<file path="src/rtl/oc_channel.sv">
module oc_channel #(
  parameter int BYTE_W   = 8,
  parameter int EN_BIT   = 6,
  parameter int FLAG_BIT = 6
) (
  input  logic              clk,
  input  logic              rst_n,
  input  logic              tick,
  input  logic [15:0]       count,
  input  logic              wr_hi,
  input  logic              wr_lo,
  input  logic              rd_hi,
  input  logic              rd_lo,
  input  logic              stat_rd,
  input  logic              ctrl_wr,
  input  logic [BYTE_W-1:0] wdata,
  output logic [BYTE_W-1:0] rdata,
  output logic              flag,
  output logic              irq
);
  localparam int CMP_W = 2 * BYTE_W;

  logic [CMP_W-1:0]  cmp_q  = '0;
  logic              flag_q = 1'b0;
  logic              inhib_q, arm_q, en_q;
  logic              match, lo_acc, clr;
  logic [BYTE_W-1:0] stat_v;

  assign match  = tick & ~inhib_q & (count == cmp_q);
  assign lo_acc = rd_lo | wr_lo;
  assign clr    = lo_acc & arm_q;

  always_ff @(posedge clk) begin
    if (wr_hi) cmp_q[CMP_W-1:BYTE_W] <= wdata;
    if (wr_lo) cmp_q[BYTE_W-1:0]     <= wdata;
    flag_q <= match | (flag_q & ~clr);
  end

  always_ff @(posedge clk) begin
    if (!rst_n) begin
      inhib_q <= 1'b0;
      arm_q   <= 1'b0;
      en_q    <= 1'b0;
    end else begin
      if (wr_hi)      inhib_q <= 1'b1;
      else if (wr_lo) inhib_q <= 1'b0;
      if (lo_acc)                  arm_q <= 1'b0;
      else if (stat_rd && flag_q)  arm_q <= 1'b1;
      if (ctrl_wr) en_q <= wdata[EN_BIT];
    end
  end

  always_comb begin
    stat_v = '0;
    stat_v[FLAG_BIT] = flag_q;
  end

  assign rdata = rd_hi   ? cmp_q[CMP_W-1:BYTE_W] :
                 rd_lo   ? cmp_q[BYTE_W-1:0]     :
                 stat_rd ? stat_v                : '0;
  assign flag = flag_q;
  assign irq  = flag_q & en_q;

  assert_hold_R1: assert property (@(posedge clk) disable iff (!rst_n)
    (!wr_hi && !wr_lo) |=> $stable(cmp_q));

  assert_inhibit_R2: assert property (@(posedge clk) disable iff (!rst_n)
    (inhib_q && !lo_acc) |=> $stable(flag));

  assert_no_tick_R3: assert property (@(posedge clk) disable iff (!rst_n)
    (!tick && !flag) |=> !flag);

  assert_irq_off_R4: assert property (@(posedge clk) disable iff (!rst_n)
    (ctrl_wr && !wdata[EN_BIT]) |=> !irq);

  assert_clear_R5: assert property (@(posedge clk) disable iff (!rst_n)
    (clr && !match) |=> !flag);

  assert_set_wins_R6: assert property (@(posedge clk) disable iff (!rst_n)
    (clr && match) |=> flag);

  assert_reset_R7: assert property (@(posedge clk)
    (!rst_n) |=> !irq);
endmodule

</file>
<file path="config.mk">
export PLATFORM = sky130hd
export DESIGN_NAME = oc_channel
export DESIGN_NICKNAME = d
export VERILOG_FILES = /design/src/rtl/oc_channel.sv
export SDC_FILE = /design/constraint.sdc
export NUM_CORES = 1
export LEC_CHECK = 0
export BUFFER_PORTS_ARGS = -buffer_cell sky130_fd_sc_hd__buf_2
export CORE_ASPECT_RATIO = 1.2
export CORE_MARGIN = 3
export CORE_UTILIZATION = 48
export DETAILED_ROUTE_END_ITERATION = 10
export GPL_TIMING_DRIVEN = 0
export PLACE_DENSITY = 0.91
export SLEW_MARGIN = 10
export SYNTH_ARGS = -nofsm -noshare
export SYNTH_HDL_FRONTEND = slang
export SYNTH_SLANG_ARGS = --single-unit
</file>
<file path="constraint.sdc">
create_clock -name clk -period 3.55 [get_ports clk]
set_input_delay 0.355 -clock clk [delete_from_list [all_inputs] [get_ports clk]]
set_output_delay 0.355 -clock clk [all_outputs]
set_load 0.02 [all_outputs]
</file>
### Yosys cells after proc, flatten, opt, wreduce, memory -nomap -nowiden

Index checks and enable logic that the tools add are counted.

* register bits: 20
* bits of input ports: 33
* output and inout bits: 10
* word-level logic and storage cells: 25

* equal/unequal tests: 1
* multiplexer cells: 5
* bitwise operators: 10
* reduce and logical (&&, ||, !) cells: 3

Operator list (count)
* equality test 16 bit: 1
* two-way mux 8 bit: 2
* two-way mux 7 bit: 1
* AND 1 bit: 5
* NOT 1 bit: 3
* two-way mux 1 bit: 2
* bitwise OR 1 bit: 2
* nonzero test 2 bit: 1
* OR reduction 2 bit: 1
* logical AND 1 bit: 1

### Longest topological paths before layout

Gate-level depths: netlist of the first run.

* word-level depth: 5
* depth in mapped cells: 4
* gate-level depth less buffers: 4

### Worst setup path after synthesis of the first run

Ideal clock, no wire load.

* kind: flip-flop to output port
* start point: reg flag_q, in the netlist flag
* end point: out rdata[6]
* arrival time: 1.142 ns
* required time: 3.195 ns
* slack: 2.053 ns
* stages on the path, launching flop included: 5
* cells stage by stage: dfxtp_1 > nand2_1 > nor2_1 > a21oi_1 > o21ai_0

* cells in the longest elaborated chain, start to end: 3

Ends and longest elaborated chain
* from (decl): RTL line 24 `logic flag_q = 1'b0;`
* from (signal assigned): RTL line 36 `flag_q <= match | (flag_q & ~clr);`
* two-way mux 7 bit: RTL line 60 `stat_rd ? stat_v : '0;`
* two-way mux 8 bit: RTL line 59 `rd_lo ? cmp_q[BYTE_W-1:0] :`
* two-way mux 8 bit: RTL line 58 `assign rdata = rd_hi ? cmp_q[CMP_W-1:BYTE_W] :`
* to (decl): RTL line 17 `output logic [BYTE_W-1:0] rdata,`

No other way between the ends.

### Final worst setup path of the first run

* start point: in rd_lo
* end point: out rdata[3]

* cells in the longest elaborated chain, start to end: 2

Ends and longest elaborated chain
* from (decl): RTL line 13 `input logic rd_lo,`
* two-way mux 8 bit: RTL line 59
* two-way mux 8 bit: RTL line 58

No other way between the ends.

==> results of run 1 <==
[power groups by stage]
| stage | Sequential (uW) | Combinational (uW) | Clock [uW] |
|---|---|---|---|
| CTS | 282 | 77.5 | 127 |
| floorplan | 285 | 40.4 | 0 |
| detailed placement | 287 | 77.1 | 0 |
| finish | 282 | 76.5 | 124 |
| global route | 284 | 84.0 | 138 |
| global placement | 286 | 75.6 | 0 |
[sequential cells by signal (all words and copies together), names as in the netlist]
name,flops
arm_q,1
inhib_q,1
flag,1
cmp_q,16
en_q,1
[synth_stat cells]
| master | number |
|---|---|
| nor4_1 | 3 |
| a22o_2 | 1 |
| nand2_1 | 5 |
| clkbuf_1 | 1 |
| a21oi_1 | 2 |
| a22o_1 | 5 |
| nand4_1 | 1 |
| o41ai_2 | 1 |
| nor2_1 | 1 |
| xor2_1 | 16 |
| o21a_1 | 1 |
| edfxtp_1 | 16 |
| o21ai_0 | 3 |
| nor4b_1 | 1 |
| mux2i_1 | 1 |
| and2_1 | 1 |
| dfxtp_1 | 4 |
| nor2b_1 | 3 |
| nor3b_1 | 1 |
[final cells by class]
class,instances,area share
Sequential cell,20,0.477
Multi-Input combinational cell,46,0.291
Timing Repair Buffer,42,0.179
Clock buffer,4,0.0309
Tap cell,18,0.0192
Buffer,1,0.00319
[worst min-delay path by stage]
| stage | cells past startpoint | slack (ns) | to |
|---|---|---|---|
| after floorplan | 1 | 0.43 | arm_q$_SDFFE_PP0P_ |
| after global placement | 3 | 0.48 | flag$_DFF_P_ |
| after detailed placement | 3 | 0.49 | flag$_DFF_P_ |
| after CTS | 1 | 0.24 | cmp_q[2]$_DFFE_PP_ |
| after global routing | 1 | 0.24 | cmp_q[2]$_DFFE_PP_ |
| final | 1 | 0.25 | cmp_q[2]$_DFFE_PP_ |
[worst register-to-register path: cells and delay by family, from the launching register on]
family           cells  cell delay [ns]
AO/OA/AOI/OAI        1             0.21
XOR/XNOR             1             0.18
flip-flops           1             0.42
AND/OR/NAND/NOR      2             0.49
[metal layers]
layer / up-vias / global-route usage
li1: 342 / -
met1: 280 / 0.178
met2: 26 / 0.249
met3: 4 / 0.0201
met4: 0 / 0.102
met5: - / 0
[through the flow]
| stage | setup WS [ns] | power (uW) | cells | utilization | instance area [um^2] |
|---|---|---|---|---|---|
| finish | 1.96 | 483 | 131 | 0.690 | 1170 |
| global route | 1.85 | 505 | 131 | 0.690 | 1170 |
| global placement | 1.95 | 362 | 127 | 0.669 | 1140 |
| detailed placement | 1.95 | 364 | 127 | 0.669 | 1140 |
| floorplan | 2.05 | 325 | 67 | - | 906 |
| CTS | 1.95 | 487 | 131 | 0.690 | 1170 |
[cell families (layout without fill, tap and decap cells)]
family / count (synthesis) / after routing
compound gates: 13 / 13
xor+xnor: 16 / 16
buf+inv: 1 / 47
flops: 20 / 20
mux: 1 / 1
simple gates: 16 / 16
==> results.sh, run 1 <==
export IMPL_status="complete, no violations"
export IMPL_tightest_slew_ns=0.425
export IMPL_antenna_found_initial=0
export IMPL_io_pins=43
export IMPL_cts_setup_buffers=0
export IMPL_nFillCells=139
export IMPL_cts_tree="built"
export IMPL_layout_common_cells="buf_2 (42), xor2_1 (16), edfxtp_1 (16)"
export IMPL_fin_skew_ns=0.000685
export IMPL_critPathMaxStageDelay_ns=0.39
export IMPL_core_um2=1700
export IMPL_synth_xor_area_frac=0.155
export IMPL_initial_core_util=0.532
export IMPL_maxCapViolations=0
export IMPL_synth_compound_area_frac=0.113
export IMPL_required_ns=3.19
export IMPL_n_antenna_cell=0
export IMPL_drt_pass1_iterations=4
export IMPL_grt_pass1_vias=640
export IMPL_final_common_cell="buf_2"
export IMPL_finalSetupTns_ns=0
export IMPL_cp_start_kind="input port"
export IMPL_startpoint="rd_lo"
export IMPL_rr_startpoint="cmp_q[15]$_DFFE_PP_"
export IMPL_r2r_setup_slack_ns=2.17
export IMPL_clk_pin_slew_ns=0.10
export IMPL_grt_pass1_wl_um=2570
export IMPL_top_layer_used="met4"
export IMPL_yosysUniqueCellTypes=19
export IMPL_met2_length_um=810
export IMPL_avgSynthCellArea_um2=13.5
export IMPL_finalHoldWorstSlack_ns=0.248
export IMPL_crit_path_frequent_cell="buf_2"
export IMPL_final_nets=147
export IMPL_p_leak_uw=0.000518
export IMPL_synth_seq_cells=20
export IMPL_finalSetupViolCount=0
export IMPL_yosys_area_top_type_share=0.530
export IMPL_clock_fmax_ghz=0.628
export IMPL_ys_seq_area_frac=0.619
export IMPL_synth_nets=100
export IMPL_setup_worst_path_class="in -> out"
export IMPL_p_seq_frac=0.584
export IMPL_clock_power_share=0.258
export IMPL_cts_buffers=3
export IMPL_netSwitchingPower_uw=112
export IMPL_hold_viol_final=0
export IMPL_r2r_end="flag$_DFF_P_"
export IMPL_syn_inst=67
export IMPL_dr_wl_met3_um=136
export IMPL_critPathCaptureType="primary output"
export IMPL_area_growth_pct=29.7
export IMPL_finalCritPeriodShare=0.448
export IMPL_htreeDepth=1
export IMPL_met1Wirelength_um=708
export IMPL_synth_mux_area_frac=0.0110
export IMPL_cts_sinks=20
export IMPL_cpLargestDelayFamily="simple AND/OR/NAND/NOR gates"
export IMPL_wire_per_inst_um=12.9
export IMPL_dr_total_vias=652
export IMPL_p_per_area_nw_per_um2=411
export IMPL_synth_area_leaders="edfxtp_1 (53%), xor2_1 (15%), dfxtp_1 (8.8%)"
export IMPL_drt_iter0_markers=22
export IMPL_hold_start="wdata[2]"
export IMPL_crit_fanout=6
export IMPL_ant_nets=0
export IMPL_clk_path_buf_depth=2
export IMPL_cp_cell_sequence="buf_2 > nor2b_1 > a22o_1 > buf_2"
export IMPL_multi_input_area_um2=342
export IMPL_crit_buf_inv=2
export IMPL_gr_usage_all_layers=0.151
export IMPL_grt_max_degree=12
export IMPL_register_area_um2=561
export IMPL_dieArea_um2=2450
export IMPL_p_sw_frac=0.233
export IMPL_wl_um=1690
export IMPL_synth_cell_area_um2=906
export IMPL_arrival_ns=1.24
export IMPL_synth_adder_area_share=0
export IMPL_cts_root_buf="clkbuf_4"
export IMPL_drive_gt1_frac=0.425
export IMPL_synth_warnings=0
export IMPL_ir_worst_vdd_mv=0.355
export IMPL_cts_resized=0
export IMPL_clk_latency_ns=0.29
export IMPL_dp_hpwl_um=1390
export IMPL_fin_crit_ns=1.59
export IMPL_synth_simple_area_share=0.0981
export IMPL_std_cell_rows=16
export IMPL_p_comb_frac=0.158
export IMPL_relSlewSlack=0.716
export IMPL_endpoint="rdata[3]"
export IMPL_route_detailed_drc=0
export IMPL_hold_buffers=0
export IMPL_critPathSlowestCell="nor2b_1"
export IMPL_intPower_uw=370
export IMPL_dieHeight_um=53.6
export IMPL_viasPerCell=4.98
export IMPL_rsz0062_at_grt="no"
export IMPL_grt_remaining_overflow=0
export IMPL_critical_path_depth=4
export IMPL_synth_largest_area_cell="edfxtp_1"
export IMPL_die_x_um=45.7
export IMPL_reg2reg_depth=4
export IMPL_min_path_type="in -> reg"
export IMPL_drv_slew=0
export IMPL_synth_top_family_by_area="XOR/XNOR gates"
export IMPL_place_congestion=0.752
export IMPL_port_buffers=42
(Power assumes the default switching activity.)
==> run 2, diff against run 1 <==
ABC_AREA = 1   (was not set)
CORE_UTILIZATION = 42   (was 48)
PLACE_DENSITY = 0.83   (was 0.91)
clock period = 1.3 ns   (was 3.55 ns; I/O delays follow)
==> run 2 against run 1 <==
Net effect: final area grew 15%; die area grew 27%; global-route usage grew 0.31 points; register-to-register slack lost 1.9 ns; worst setup slack lost 1.9 ns; worst hold slack lost 0.24 ns.
==> results.sh, run 2 <==
export IMPL_largest_reg_flops=16
export IMPL_avgSynthCellArea_um2=7.92
export IMPL_dr_total_vias=948
export IMPL_rr_startpoint="cmp_q[6]$_DFFE_PP_"
export IMPL_core_um2=2330
export IMPL_fin_crit_ns=1.26
export IMPL_drive_gt1_frac=0.302
export IMPL_synth_edf_count=16
export IMPL_hold_depth=2
export IMPL_gr_usage_all_layers=0.154
export IMPL_final_common_cell="nand2_1"
export IMPL_dp_hpwl_um=1810
export IMPL_finalHoldWorstSlack_ns=0.00348
export IMPL_grt_remaining_overflow=0
export IMPL_grt_pass1_wl_um=3600
export IMPL_dieHeight_um=60.4
export IMPL_required_ns=1.17
export IMPL_ys_seq_area_frac=0.540
export IMPL_clk_path_buf_depth=2
export IMPL_port_buffers=41
export IMPL_drv_slew=0
export IMPL_hold_start="ctrl_wr"
export IMPL_std_cell_rows=19
export IMPL_synth_largest_area_cell="edfxtp_1"
export IMPL_cts_root_buf="clkbuf_4"
export IMPL_clk_pin_slew_ns=0.10
export IMPL_area_growth_pct=30.0
export IMPL_yosys_top_cells_count="nand2_1 (47), inv_1 (27), edfxtp_1 (16)"
export IMPL_rsz0062_at_grt="yes"
export IMPL_syn_inst=131
export IMPL_htreeDepth=1
export IMPL_arrival_ns=1.13
export IMPL_finalSetupTns_ns=0
export IMPL_p_per_area_nw_per_um2=1020
export IMPL_viasPerCell=4.51
export IMPL_setup_worst_path_class="reg -> out"
export IMPL_r2r_setup_slack_ns=0.27
export IMPL_io_pins=43
export IMPL_finalCritPeriodShare=0.968
export IMPL_route_detailed_drc=0
export IMPL_top_register="cmp_q"
export IMPL_critPathMaxStageDelay_ns=0.36
export IMPL_synth_cell_area_um2=1040
export IMPL_clk_latency_ns=0.30
export IMPL_status="complete, no violations"
export IMPL_ir_worst_vdd_mv=0.752
export IMPL_min_path_type="in -> reg"
export IMPL_layout_common_cells="nand2_1 (46), buf_2 (41), inv_1 (27)"
export IMPL_antenna_found_initial=0
export IMPL_crit_path_frequent_cell="o21ai_1"
export IMPL_cts_tree="built"
export IMPL_drt_iter0_markers=16
export IMPL_reg2reg_depth=6
export IMPL_synth_ff_type="edfxtp_1"
export IMPL_synth_warnings=0
export IMPL_hold_viol_final=0
export IMPL_final_nets=213
export IMPL_p_leak_uw=0.000732
export IMPL_grt_max_degree=12
export IMPL_synth_seq_cells=20
export IMPL_maxCapViolations=0
export IMPL_wl_um=2220
export IMPL_r2r_end="flag$_DFF_P_"
export IMPL_register_area_um2=562
export IMPL_grt_pass1_vias=935
export IMPL_multi_input_area_um2=364
export IMPL_finalSetupViolCount=0
export IMPL_nFillCells=232
export IMPL_place_congestion=0.786
export IMPL_clock_fmax_ghz=0.794
export IMPL_cp_start_kind="flop"
export IMPL_total_power_uw=1380
export IMPL_critPathSlowestCell="dfxtp_2"
export IMPL_synth_nets=164
export IMPL_tightest_slew_ns=0.250
export IMPL_crit_fanout=2
export IMPL_relSlewSlack=0.833
export IMPL_ant_nets=0
export IMPL_synth_most_common_cell="nand2_1"
export IMPL_cts_buffers=3
export IMPL_async_reset_ff_frac=0
export IMPL_dieArea_um2=3100
export IMPL_wire_per_inst_um=10.6
export IMPL_whs_endpoint="en_q$_SDFFE_PN0P_"
export IMPL_cp_cell_sequence="nand2_2 > o21ai_1 > nand2_1 > o21ai_1 > buf_4"
export IMPL_cts_sinks=20
export IMPL_initial_core_util=0.445
export IMPL_yosysUniqueCellTypes=18
export IMPL_crit_buf_inv=1
export IMPL_drt_pass1_iterations=4
export IMPL_cpLargestDelayFamily="flip-flops"
export IMPL_synth_area_leaders="edfxtp_1 (46%), nand2_1 (17%), inv_1 (9.8%)"
export IMPL_fin_skew_ns=0.00119
export IMPL_critPathCaptureType="primary output"
export IMPL_die_x_um=51.4
export IMPL_n_antenna_cell=0
export IMPL_yosys_area_top_type_share=0.463
-- run 2: worst max-delay path by stage --
stage,end,cells past startpoint,from,slack [ns]
floorplan,rdata[6],4,flag$_DFF_P_,0.23
global placement,rdata[6],5,flag$_DFF_P_,0.29
detailed placement,rdata[4],6,rd_hi,0.23
CTS,rdata[6],5,flag$_DFF_P_,0.01
global route,rdata[6],5,flag$_DFF_P_,-0.05
finish,rdata[6],5,flag$_DFF_P_,0.04
-- run 2: worst reg2reg max path, delay by kind of cell (launching register included) --
family / cells / cell delay, ns
flops: 1 / 0.41
buf+inv: 1 / 0.15
xor+xnor: 1 / 0.12
simple gates: 4 / 0.30
-- run 2: cell families after synthesis --
kind of cell,synth area share
xor+xnor,0.0338
simple gates,0.245
buf+inv,0.111
flops,0.540
compound gates,0.0700
-- run 2: metrics by stage --
| step | instances | area, um^2 | util | setup WS, ns |
|---|---|---|---|---|
| CTS | 209 | 1330 | 0.573 | 0.0138 |
| finish | 210 | 1350 | 0.579 | 0.0413 |
| global placement | 203 | 1280 | 0.550 | 0.288 |
| global route | 210 | 1350 | 0.579 | -0.0511 |
| detailed placement | 203 | 1280 | 0.550 | 0.230 |
| floorplan | 131 | 1040 | - | 0.229 |
-- run 2: what timing repair did --
item,4_1_cts,5_1_grt
resized for setup,1,3
setup buffers,2,0
endpoints found under the hold margin,0,2
hold buffers,0,1
endpoints found under the setup margin,1,1
pin swaps,0,2
-- run 2: final cells by class --
| type | count | area share |
|---|---|---|
| plain buffers | 2 | 0.00742 |
| well taps | 31 | 0.0288 |
| inverters | 28 | 0.0779 |
| multi-input cells | 81 | 0.270 |
| flip-flops and latches | 20 | 0.417 |
| clock buffers | 4 | 0.0269 |
| repair buffers | 44 | 0.173 |
-- run 2: routing by layer --
| metal | wire, um | GRT usage | share of wire | vias to the layer above |
|---|---|---|---|---|
| met5 | 0 | 0 | 0 | - |
| met4 | 21 | 0.0562 | 0.0095 | 0 |
| met3 | 162 | 0.0197 | 0.073 | 4 |
| met2 | 1130 | 0.302 | 0.51 | 38 |
| met1 | 901 | 0.167 | 0.41 | 405 |
| li1 | - | - | - | 501 |
-- run 2: power by group --
part | switching [uW] | internal (uW) | total (uW)
sequential | 24.5 | 741 | 765
clock | 182 | 171 | 353
combinational | 151 | 113 | 264
total | 357 | 1020 | 1380
